===== src/rtl/mac_pkg.sv =====
package mac_pkg;

  // Operation controls sampled at start
  typedef struct packed {
    logic accum;     // add the accumulate value
    logic wide;      // keep the full double-width result
    logic sgn;       // signed operands (wide forms)
    logic upd_flags; // update N/Z at the end
  } mac_op_t;

endpackage


===== src/rtl/mac_operand_prep.sv =====
module mac_operand_prep
  import mac_pkg::*;
#(
  parameter int unsigned W = 32
) (
  input  logic [W-1:0]   a_i,
  input  logic [W-1:0]   b_i,
  input  logic [2*W-1:0] acc_i,
  input  mac_op_t        op_i,
  output logic [2*W-1:0] mcand_o,
  output logic [2*W-1:0] mplier_o,
  output logic [2*W-1:0] acc_init_o
);
  localparam int unsigned PW = 2 * W;

  // Sign- or zero-extend one operand to the double width
  function automatic logic [PW-1:0] extend(input logic [W-1:0] v, input logic sx);
    return {{W{sx & v[W-1]}}, v};
  endfunction

  // Starting value of the running sum
  function automatic logic [PW-1:0] seed(input logic [PW-1:0] acc, input logic use_acc,
                                         input logic wide);
    if (!use_acc) return '0;
    if (wide) return acc;
    return {{W{1'b0}}, acc[W-1:0]};
  endfunction

  // Short forms keep only the low half, where signedness makes no difference
  logic sign_ext;
  assign sign_ext   = op_i.sgn & op_i.wide;
  assign mcand_o    = extend(a_i, sign_ext);
  assign mplier_o   = extend(b_i, sign_ext);
  assign acc_init_o = seed(acc_i, op_i.accum, op_i.wide);

endmodule


===== src/rtl/mac_seq_ctrl.sv =====
module mac_seq_ctrl #(
  parameter int unsigned STEPS = 16
) (
  input  logic clk,
  input  logic rst_n,
  input  logic start_i,
  output logic accept_o,
  output logic step_o,
  output logic last_o,
  output logic busy_o,
  output logic done_o
);
  localparam int unsigned CW = $clog2(STEPS + 1);

  logic [CW-1:0] cnt_q;
  logic          busy_q;
  logic          done_q;

  assign accept_o = start_i & ~busy_q;
  assign step_o   = busy_q;
  assign last_o   = busy_q & (cnt_q == CW'(1));
  assign busy_o   = busy_q;
  assign done_o   = done_q;

  always_ff @(posedge clk or negedge rst_n) begin
    if (!rst_n) begin
      cnt_q  <= '0;
      busy_q <= 1'b0;
      done_q <= 1'b0;
    end else begin
      done_q <= last_o;
      if (accept_o) begin
        cnt_q  <= CW'(STEPS);
        busy_q <= 1'b1;
      end else if (busy_q) begin
        cnt_q <= cnt_q - CW'(1);
        if (last_o) busy_q <= 1'b0;
      end
    end
  end

endmodule


===== src/rtl/mac_shift_add_core.sv =====
module mac_shift_add_core #(
  parameter int unsigned PW  = 64,
  parameter int unsigned BPC = 4
) (
  input  logic          clk,
  input  logic          rst_n,
  input  logic          load_i,
  input  logic          step_i,
  input  logic [PW-1:0] mcand_i,
  input  logic [PW-1:0] mplier_i,
  input  logic [PW-1:0] acc_i,
  output logic [PW-1:0] sum_next_o
);
  // Multiple of the multiplicand selected by one multiplier digit
  function automatic logic [PW-1:0] digit_term(input logic [PW-1:0] m, input logic [BPC-1:0] d);
    logic [PW-1:0] s;
    s = '0;
    for (int i = 0; i < int'(BPC); i++) begin
      if (d[i]) s = s + (m << i);
    end
    return s;
  endfunction

  logic [PW-1:0] mcand_q, mplier_q, sum_q;

  // Sum after the current digit, taken by the top on the last step
  assign sum_next_o = sum_q + digit_term(mcand_q, mplier_q[BPC-1:0]);

  always_ff @(posedge clk or negedge rst_n) begin
    if (!rst_n) begin
      mcand_q  <= '0;
      mplier_q <= '0;
      sum_q    <= '0;
    end else if (load_i) begin
      mcand_q  <= mcand_i;
      mplier_q <= mplier_i;
      sum_q    <= acc_i;
    end else if (step_i) begin
      mcand_q  <= mcand_q << BPC;
      mplier_q <= mplier_q >> BPC;
      sum_q    <= sum_next_o;
    end
  end

endmodule


===== src/rtl/mac_flag_gen.sv =====
module mac_flag_gen #(
  parameter int unsigned W = 32
) (
  input  logic [2*W-1:0] sum_i,
  input  logic           wide_i,
  output logic [2*W-1:0] result_o,
  output logic           neg_o,
  output logic           zero_o
);
  localparam int unsigned PW = 2 * W;

  // Short forms clear the upper half
  function automatic logic [PW-1:0] shape(input logic [PW-1:0] s, input logic wide);
    return wide ? s : {{W{1'b0}}, s[W-1:0]};
  endfunction

  assign result_o = shape(sum_i, wide_i);
  assign neg_o    = wide_i ? result_o[PW-1] : result_o[W-1];
  assign zero_o   = (result_o == '0);

endmodule


===== src/rtl/mac_unit.sv =====
module mac_unit
  import mac_pkg::*;
#(
  parameter int unsigned W   = 32,
  parameter int unsigned BPC = 4
) (
  input  logic           clk,
  input  logic           rst_n,
  input  logic           start_i,
  input  logic [W-1:0]   op_a_i,
  input  logic [W-1:0]   op_b_i,
  input  logic [2*W-1:0] acc_i,
  input  logic           acc_en_i,
  input  logic           long_i,
  input  logic           signed_i,
  input  logic           set_flags_i,
  output logic           busy_o,
  output logic           done_o,
  output logic [2*W-1:0] result_o,
  output logic           flag_n_o,
  output logic           flag_z_o
);
  localparam int unsigned PW    = 2 * W;
  localparam int unsigned STEPS = PW / BPC;

  mac_op_t       op_in;
  logic [PW-1:0] mcand_ext, mplier_ext, acc_seed, sum_next, shaped;
  logic          start_accept, step_en, last_step, fin_neg, fin_zero;
  logic          wide_q, flags_q;
  logic [PW-1:0] result_q;
  logic          n_q, z_q;

  assign op_in = '{accum: acc_en_i, wide: long_i, sgn: signed_i, upd_flags: set_flags_i};

  mac_operand_prep #(.W(W)) u_prep (
    .a_i(op_a_i), .b_i(op_b_i), .acc_i(acc_i), .op_i(op_in),
    .mcand_o(mcand_ext), .mplier_o(mplier_ext), .acc_init_o(acc_seed)
  );

  mac_seq_ctrl #(.STEPS(STEPS)) u_ctrl (
    .clk(clk), .rst_n(rst_n), .start_i(start_i),
    .accept_o(start_accept), .step_o(step_en), .last_o(last_step),
    .busy_o(busy_o), .done_o(done_o)
  );

  mac_shift_add_core #(.PW(PW), .BPC(BPC)) u_core (
    .clk(clk), .rst_n(rst_n), .load_i(start_accept), .step_i(step_en),
    .mcand_i(mcand_ext), .mplier_i(mplier_ext), .acc_i(acc_seed),
    .sum_next_o(sum_next)
  );

  mac_flag_gen #(.W(W)) u_flags (
    .sum_i(sum_next), .wide_i(wide_q),
    .result_o(shaped), .neg_o(fin_neg), .zero_o(fin_zero)
  );

  always_ff @(posedge clk or negedge rst_n) begin
    if (!rst_n) begin
      wide_q   <= 1'b0;
      flags_q  <= 1'b0;
      result_q <= '0;
      n_q      <= 1'b0;
      z_q      <= 1'b0;
    end else begin
      if (start_accept) begin
        wide_q  <= op_in.wide;
        flags_q <= op_in.upd_flags;
      end
      if (last_step) begin
        result_q <= shaped;
        if (flags_q) begin
          n_q <= fin_neg;
          z_q <= fin_zero;
        end
      end
    end
  end

  assign result_o = result_q;
  assign flag_n_o = n_q;
  assign flag_z_o = z_q;

endmodule


===== config.mk =====
export PLATFORM = sky130hd
export DESIGN_NAME = mac_unit
export DESIGN_NICKNAME = d
export VERILOG_FILES = /design/src/rtl/mac_pkg.sv /design/src/rtl/mac_operand_prep.sv /design/src/rtl/mac_seq_ctrl.sv /design/src/rtl/mac_shift_add_core.sv /design/src/rtl/mac_flag_gen.sv /design/src/rtl/mac_unit.sv
export SDC_FILE = /design/constraint.sdc
export NUM_CORES = 1
export LEC_CHECK = 0
export CAP_MARGIN = 20
export CORE_UTILIZATION = 35
export DETAILED_ROUTE_END_ITERATION = 10
export DONT_BUFFER_PORTS = 1
export GPL_TIMING_DRIVEN = 0
export SLEW_MARGIN = 30
export SYNTH_ARGS = -nofsm -noshare
export SYNTH_HDL_FRONTEND = slang
export SYNTH_SLANG_ARGS = --single-unit

===== constraint.sdc =====
create_clock -name clk -period 10.55 [get_ports clk]
set_input_delay 2.11 -clock clk [delete_from_list [all_inputs] [get_ports clk]]
set_output_delay 2.11 -clock clk [all_outputs]
set_load 0.01 [all_outputs]

-- Word level (Yosys, flattened, before mapping)
Cells that the tools add are included.
- register bits: 267
- output and inout port bits: 68
- logic and storage cells: 49
- add/subtract/negate cells: 5
- eq/ne operators: 1
- muxes and demuxes: 23
- bitwise logic cells: 6
- reductions and logical operators: 3
- operators with widths (operator ; count):
    64-bit two-way mux ; 15
    64-bit adder ; 4
    64-bit zero test ; 1
    5-bit two-way mux ; 2
    1-bit two-way mux ; 6
    1-bit bitwise AND ; 5
    5-bit by 1-bit equality test with 1-bit output (second input constant) ; 1
    5-bit by 1-bit subtractor with 5-bit output (second input constant) ; 1
    2-bit AND reduction ; 1
    2-bit nonzero test ; 1
    1-bit inverter ; 1

-- Longest topological paths before layout
Gate-level depths: netlist of run 1.
- depth in word-level cells: 10
- gate-level depth with buffers: 58
- depth with buffers taken out: 57

-- Modules after synthesis
A second synthesis of run 1 with hierarchy kept.
- cell total of the unflattened synthesis: 3742
- area total of the unflattened synthesis: 30357.9 µm²
- modules (own cells, without submodules) (module ; times used ; cells each ; area an instance (µm²)):
    mac_shift_add_core ; 1 ; 3274 ; 25220.4
    mac_unit ; 1 ; 144 ; 2731.4
    mac_operand_prep ; 1 ; 201 ; 1436.4
    mac_flag_gen ; 1 ; 90 ; 631.9
    mac_seq_ctrl ; 1 ; 33 ; 337.8

-- Least setup slack after synthesis of run 1
Ideal clock, no wire load.
- path type: register -> register
- from: reg u_core.mplier_q[0]
- to: reg z_q, in the netlist flag_z_o
- library setup time: 76 ps
- data arrival time: 10645 ps
- data required time: 10474 ps
- path slack: -171 ps
- cell stages (with the launch flop): 55
- buffers on the path: 8
- period minus slack after synthesis: 10721 ps
- path through: dfrtp_1 -> buf_4 -> clkbuf_1 -> clkbuf_1 -> clkbuf_1 -> nand2_1 -> inv_1 -> ha_1 -> clkbuf_1 -> a21o_1 -> a21o_1 -> a221oi_1 -> o31ai_4 -> a21boi_1 -> o21ai_0 -> xor2_1 -> mux2_2 -> ha_1 -> [... 19 more ...] -> o21ai_0 -> nand2_1 -> a221oi_1 -> o21ai_1 -> xnor2_1 -> a21oi_1 -> ha_1 -> clkbuf_1 -> nand4_1 -> or4_1 -> or4_1 -> o21ai_0 -> xnor2_1 -> and3_1 -> nand4_1 -> nor4_1 -> nand4b_1 -> o21ai_1
- longest elaborated chain between the ends: 10
- ends and longest elaborated chain (item ; RTL line ; source):
    from (decl) ; mac_shift_add_core.sv:24 ; logic [PW-1:0] mcand_q, mplier_q, sum_q;
    from (signal assigned) ; mac_shift_add_core.sv:36 ; mplier_q <= mplier_i;
    from (signal assigned) ; mac_shift_add_core.sv:40 ; mplier_q <= mplier_q >> BPC;
    64-bit two-way mux (*) ; mac_shift_add_core.sv:19 ; if (d[i]) s = s + (m << i);
    64-bit adder ; mac_shift_add_core.sv:19 ;
    64-bit two-way mux (*) ; mac_shift_add_core.sv:19 ;
    64-bit adder ; mac_shift_add_core.sv:19 ;
    64-bit two-way mux (*) ; mac_shift_add_core.sv:19 ;
    64-bit adder ; mac_shift_add_core.sv:19 ;
    64-bit two-way mux (*) ; mac_shift_add_core.sv:19 ;
    64-bit adder (*) ; mac_shift_add_core.sv:27 ; assign sum_next_o = sum_q + digit_term(mcand_q, mplier_q[BPC-1:0]);
    64-bit two-way mux (*) ; mac_flag_gen.sv:14 ; return wide ? s : {{W{1'b0}}, s[W-1:0]};
    64-bit zero test (*) ; mac_flag_gen.sv:19 ; assign zero_o = (result_o == '0);
    to (signal assigned) ; mac_unit.sv:73 ; z_q <= fin_zero;
    to (decl) ; mac_unit.sv:31 ; logic n_q, z_q;
Mark *: on every way between the ends. The rest lies on a longest branch, timed or not.
A chain may end at the register's enable or synchronous reset.

-- Worst setup path in the final report of run 1
Ends and elaborated chain as after synthesis.

==> results of run 1 <==
## path summary, 6_finish.rpt
kind | from | end
min reg2reg | u_core.mplier_q[14] | u_core.mplier_q[10]
min in group asynchronous | rst_n | result_o[7]
max in group asynchronous | rst_n | u_core.sum_q[58]
max | u_core.mplier_q[0] | flag_z_o
min | u_core.mplier_q[14] | u_core.mplier_q[10]
max reg2reg | u_core.mplier_q[0] | flag_z_o
## area by class of cell
cell class	instances	area (um2)	share of cell area
multi-input combinational	2897	22150	0.6660
sequential	243	6083	0.1829
antenna	6	15.01	0.0004514
timing repair buffer	181	1404	0.04221
tap	1030	1289	0.03875
inverter	132	504.2	0.01516
clock buffer	35	798.3	0.02400
buffer	156	745.7	0.02242
clock inverter	19	270.3	0.008125
## through the flow
step | setup WS [ps] | setup TNS, ps
floorplan | 35.73 | 0
global placement | -3711 | -109960
global route | -429.9 | -1362
detailed placement | -3583 | -107080
finish | -26.04 | -26.04
CTS | -21.16 | -21.16
## sequential cells by signal (all words and copies together) (netlist names)
register	count
flag_n_o	1
u_ctrl.cnt_q	5
u_ctrl.done_o	1
flags_q	1
u_core.mcand_q	64
u_core.sum_q	64
u_ctrl.busy_o	1
flag_z_o	1
wide_q	1
u_core.mplier_q	40
result_o	64
## cells by family after synthesis
| group | after synthesis | share of synthesized area |
|---|---|---|
| buf+inv | 324 | 0.04572 |
| xor+xnor | 222 | 0.07270 |
| simple gates | 1039 | 0.1837 |
| fa+ha+maj | 251 | 0.1175 |
| mux | 161 | 0.06355 |
| flops | 243 | 0.2256 |
| compound gates | 1224 | 0.2912 |
## tightest hold or removal path: cells and delay by family (launching register included)
| family | cells | cell delay (ps) |
|---|---|---|
| AND/OR/NAND/NOR | 1 | 50 |
| AO/OA/AOI/OAI | 1 | 60 |
| flip-flops | 1 | 340 |
## cell usage in the layout (no fill, tap or decap), drive strengths merged, types with 137 or more instances in the layout
cell type  Yosys  layout
a21o         168     168
dfrtp        243     243
xnor2        137     137
nor2         196     196
a21oi        374     374
clkbuf       172     169
buf           20     202
o21ai        278     278
ha           245     245
nand2        427     427
## per-layer routing
layer,GRT usage,vias to the layer above,part of all wire
met3,0.02977,203,0.066
met1,0.3543,13417,0.43
met4,0.1073,4,0.046
met5,0,-,0.00028
met2,0.4250,1089,0.45
li1,-,13089,-
## power by group through the flow
stage	Clock, uW	Sequential, uW	Combinational (uW)
5_1_grt	1190	1930	7210
3_5_place_dp	0	1850	5420
4_1_cts	1160	1850	6040
2_1_floorplan	0	1630	4000
3_3_place_gp	0	1840	5390
6_report	1140	1900	6690
## timing repair
| action | CTS | global route |
|---|---|---|
| setup buffers | 105 | 78 |
| endpoints found under the setup margin | 74 | 42 |
| pin swaps | 123 | 171 |
| gates resized for setup | 293 | 260 |
==> results.sh, run 1 <==
export IMPL_die_w_um=279.5
export IMPL_critPathLaunchType="register"
export IMPL_nFillCells=7560
export IMPL_dp_cells=4494
export IMPL_final_cells=4699
export IMPL_internal_power_uw=4663
export IMPL_crit_buf_inv=8
export IMPL_core_mm2=0.07608
export IMPL_clockBufferDepth=3
export IMPL_synth_seq_cells=243
export IMPL_period_share=1.002
export IMPL_path_class="register to register"
export IMPL_cap_violations=0
export IMPL_wirelength_mm=107.2
export IMPL_syn_to_final_growth_pct=23.41
export IMPL_synth_most_common_cell="nand2_1"
export IMPL_yosysWarningCount=0
export IMPL_worstPathMaxFanout=10
export IMPL_ff2ff_setup_slack_ps=-30
export IMPL_end_kind="register"
export IMPL_final_min_clock_period_ps=10580
export IMPL_synth_nets=3848
export IMPL_dieHeight_um=279.5
export IMPL_slew_violations=0
export IMPL_fin_util=0.4372
export IMPL_grt_overflow_total=0
export IMPL_clock_sinks=243
export IMPL_switching_share=0.5207
export IMPL_syn_area_mm2=0.02695
export IMPL_antenna_found_initial=5
export IMPL_detail_route_wl_per_cell_um=22.81
export IMPL_worstMarginPinSlew_ps=1060
export IMPL_grt_first_pass_wirelength_mm=159.7
export IMPL_synth_top_cell_area_share=0.2256
export IMPL_syn_inst=3464
export IMPL_combPwrFrac=0.688
export IMPL_p_total_uw=9729
export IMPL_dr_pass1_iters=6
export IMPL_synth_cell_types=96
export IMPL_cts_hold_buf=0
export IMPL_ir_drop_v=0.0001665
export IMPL_design_area_mm2=0.03326
export IMPL_fin_skew_ps=34.75
export IMPL_setup_viol_count_final=1
export IMPL_critPathRequiredTime_ps=11070
export IMPL_vias=27802
export IMPL_row_count=101
export IMPL_rsz0062_at_grt="yes"
export IMPL_cts_buffers=29
export IMPL_synth_top_cells_by_area="dfrtp_1 23%, ha_1 11%, a21oi_1 6.9%"
export IMPL_holdPathStages=2
export IMPL_crit_arrival_ps=11100
export IMPL_h_tree_depth=1
export IMPL_synth_edf_count=0
export IMPL_portBuffers=0
export IMPL_worst_path_stages=52
export IMPL_insertion_delay_ps=630
export IMPL_slowest_stage="or4_4"
export IMPL_place_area_mm2=0.02825
export IMPL_nets=4024
export IMPL_pwr_share_clk=0.118
export IMPL_max_slew_margin=0.2930
export IMPL_clk_pin_slew_worst_paths_ps=60
export IMPL_power_share_sequential=0.195
export IMPL_p_per_area_mw_per_mm2=292.5
export IMPL_grt_pass1_vias=26264
export IMPL_io_pins=203
export IMPL_drc=0
export IMPL_drtIter0Drc=2965
export IMPL_start_util=0.3543
export IMPL_ant_nets=0
export IMPL_final_hold_viol_count=0
export IMPL_cts_tree="done"
export IMPL_vias_per_cell=5.917
export IMPL_critPathTopFamily="compound AO/OA/AOI/OAI gates"
export IMPL_final_layout_size_suffix_gt1_frac=0.1941
export IMPL_clock_fmax_mhz=94.55
export IMPL_fin_ws_ps=-26.04
export IMPL_die_area_mm2=0.07812
export IMPL_gr_usage_all_layers=0.2624
export IMPL_synth_top_cell_by_area="dfrtp_1"
export IMPL_grt_max_degree=244
export IMPL_ff2ff_path_depth=52
export IMPL_min_path_type="register to register"
export IMPL_max_stage_delay_ps=470
export IMPL_synthArstFlopShare=1.000
export IMPL_dp_hpwl_mm=82.03
export IMPL_avgSynthCellArea_um2=7.781
export IMPL_hold_ws_ps=475.2
export IMPL_ctsRootBufferMaster="clkbuf_16"
export IMPL_p_leak_uw=0.01520
export IMPL_violations="setup timing"
export IMPL_synth_top_flop_cell="dfrtp_1"
export IMPL_synthTopCellsByCount="427 x nand2_1, 371 x a21oi_1, 269 x o21ai_0"
export IMPL_yosysSeqAreaShare=0.2256
export IMPL_outcome="finished, violations left"
export IMPL_gp_congestion=0.9693
export IMPL_net_switching_power_uw=5066
(Power assumes the default switching activity.)
==> run 2, diff against run 1 <==
--- a/config.mk
+++ b/config.mk
@@ -6,10 +6,12 @@
 export NUM_CORES = 1
 export LEC_CHECK = 0
 export CAP_MARGIN = 20
+export CORE_ASPECT_RATIO = 1.5
 export CORE_UTILIZATION = 35
 export DETAILED_ROUTE_END_ITERATION = 10
 export DONT_BUFFER_PORTS = 1
 export GPL_TIMING_DRIVEN = 0
+export SKIP_CTS_REPAIR_TIMING = 1
 export SLEW_MARGIN = 30
 export SYNTH_ARGS = -nofsm -noshare
 export SYNTH_HDL_FRONTEND = slang
==> results.sh, run 2 (same netlist as run 1, synthesis figures left out) <==
export IMPL_max_stage_delay_ps=460
export IMPL_violations="setup timing"
export IMPL_cts_buffers=26
export IMPL_clock_fmax_mhz=93.00
export IMPL_ant_nets=0
export IMPL_nets=3972
export IMPL_grt_pass1_vias=26036
export IMPL_min_path_type="register to register"
export IMPL_end_kind="register"
export IMPL_vias=27389
export IMPL_crit_arrival_ps=11250
export IMPL_fin_ws_ps=-202.3
export IMPL_portBuffers=0
export IMPL_antenna_found_initial=8
export IMPL_die_area_mm2=0.07815
export IMPL_min_from="u_core.mplier_q[25]"
export IMPL_die_w_um=228.6
export IMPL_worstPathMaxFanout=6
export IMPL_gp_congestion=0.9888
export IMPL_final_layout_size_suffix_gt1_frac=0.1677
export IMPL_setup_viol_count_final=1
export IMPL_r2r_start="u_core.mplier_q[0]"
export IMPL_p_leak_uw=0.01472
export IMPL_final_cell_mix="421 x nand2_1, 319 x a21oi_1, 241 x dfrtp_1, 233 x o21ai_0, 190 x nor2_1"
export IMPL_critPathMostFrequentCell="a21oi_2"
export IMPL_nFillCells=7622
export IMPL_vias_per_cell=5.928
export IMPL_clockBufferDepth=3
export IMPL_path_class="register to register"
export IMPL_wirelength_mm=107.7
export IMPL_insertion_delay_ps=620
export IMPL_slowest_stage="dfrtp_2"
export IMPL_ff2ff_setup_slack_ps=-200
export IMPL_detail_route_wl_per_cell_um=23.31
export IMPL_drc=0
export IMPL_cp_startpoint="u_core.mplier_q[0]"
export IMPL_grt_first_pass_wirelength_mm=155.8
export IMPL_h_tree_depth=1
export IMPL_final_hold_viol_count=0
export IMPL_drtIter0Drc=2072
export IMPL_worstMarginPinSlew_ps=1039
export IMPL_outcome="finished, violations left"
export IMPL_dpl_worst_slack_ps=-4135
export IMPL_gr_usage_all_layers=0.2581
export IMPL_max_slew_margin=0.3075
export IMPL_use_met2=0.4568
export IMPL_critPathLaunchType="register"
export IMPL_period_share=1.019
export IMPL_critPathRequiredTime_ps=11050
export IMPL_dieHeight_um=341.9
export IMPL_io_pins=203
export IMPL_ir_drop_v=0.0001769
export IMPL_clk_pin_slew_worst_paths_ps=60
export IMPL_dp_hpwl_mm=84.04
export IMPL_core_mm2=0.07618
export IMPL_clock_sinks=243
export IMPL_dr_pass1_iters=6
export IMPL_start_util=0.3538
export IMPL_cts_tree="done"
export IMPL_p_per_area_mw_per_mm2=289.5
export IMPL_gr_usage_met1=0.2957
export IMPL_slew_violations=0
export IMPL_final_min_clock_period_ps=10750
export IMPL_met3_usage=0.03013
export IMPL_rsz0062_at_grt="yes"
export IMPL_p_total_uw=9311
export IMPL_cap_violations=0
export IMPL_fin_skew_ps=47.70
export IMPL_layout_commonest_cell="nand2_1"
export IMPL_row_count=124
export IMPL_grt_overflow_total=0
export IMPL_top_usage_layer="met2"
export IMPL_ctsRootBufferMaster="clkbuf_16"
export IMPL_grt_max_degree=244
export IMPL_syn_to_final_growth_pct=19.33
-- run 2: cell count changes in the layout (fill, tap and decap cells not counted), moves of 6 or more --
| cell | delta |
|---|---|
| a21oi_1 | +13 |
| a21oi_2 | -13 |
| buf_12 | +6 |
| buf_4 | -48 |
| buf_6 | -6 |
| ha_1 | +10 |
| ha_2 | +8 |
| ha_4 | -18 |
| mux2_2 | +6 |
| mux2_4 | -6 |
| o21ai_0 | +8 |
-- run 2: metal layers --
layer  wire length, um  share of wire
met2             51960           0.48
met3              5236          0.049
met1             41890           0.39
met5                23        0.00021
met4              8576          0.080
-- run 2: final timing paths --
| check | end | cells after the start |
|---|---|---|
| min in group asynchronous | u_core.mcand_q[33] | 0 |
| min reg2reg | u_core.mplier_q[21] | 2 |
| max reg2reg | flag_z_o | 55 |
| max in group asynchronous | u_core.mplier_q[0] | 0 |
| max | flag_z_o | 55 |
| min | u_core.mplier_q[21] | 2 |
-- run 2: worst max-delay path: cells and delay by family (launching register included) --
kind / cells / cell delay [ps]
buf+inv: 6 / 790
mux: 2 / 590
xor+xnor: 3 / 470
flops: 1 / 460
compound gates: 30 / 5090
fa+ha+maj: 5 / 1460
simple gates: 9 / 1750
-- run 2: final cells by class --
| type | count | area, um2 | share of cell area |
|---|---|---|---|
| Inverter | 132 | 504.2 | 0.01568 |
| Buffer | 159 | 754.5 | 0.02346 |
| Multi-Input combinational cell | 2897 | 21630 | 0.6726 |
| Sequential cell | 243 | 6083 | 0.1891 |
| Antenna cell | 5 | 12.51 | 0.0003890 |
| Clock inverter | 16 | 182.7 | 0.005679 |
| Timing Repair Buffer | 129 | 1044 | 0.03244 |
| Tap cell | 1008 | 1261 | 0.03921 |
| Clock buffer | 31 | 689.4 | 0.02143 |
-- run 2: per-stage QoR --
stage	cell area (um2)	hold slack (ps)	util	TNS, ps	instances
after global placement	28220	458.5	0.3705	-133050	4472
after global routing	32160	510.3	0.4222	-1985	4619
after floorplan	26960	450.8	-	0	3464
final	32160	476.3	0.4222	-202.3	4620
after CTS	29100	480.4	0.3820	-140230	4519
after detailed placement	28230	464.1	0.3705	-131420	4472
-- run 2: power breakdown --
part	switching (uW)	total [uW]	internal [uW]	leakage (uW)
combinational	3910	6460	2550	0.0112
clock	463	988	525	0.000410
sequential	530	1870	1340	0.00314
total	4900	9310	4410	0.0147
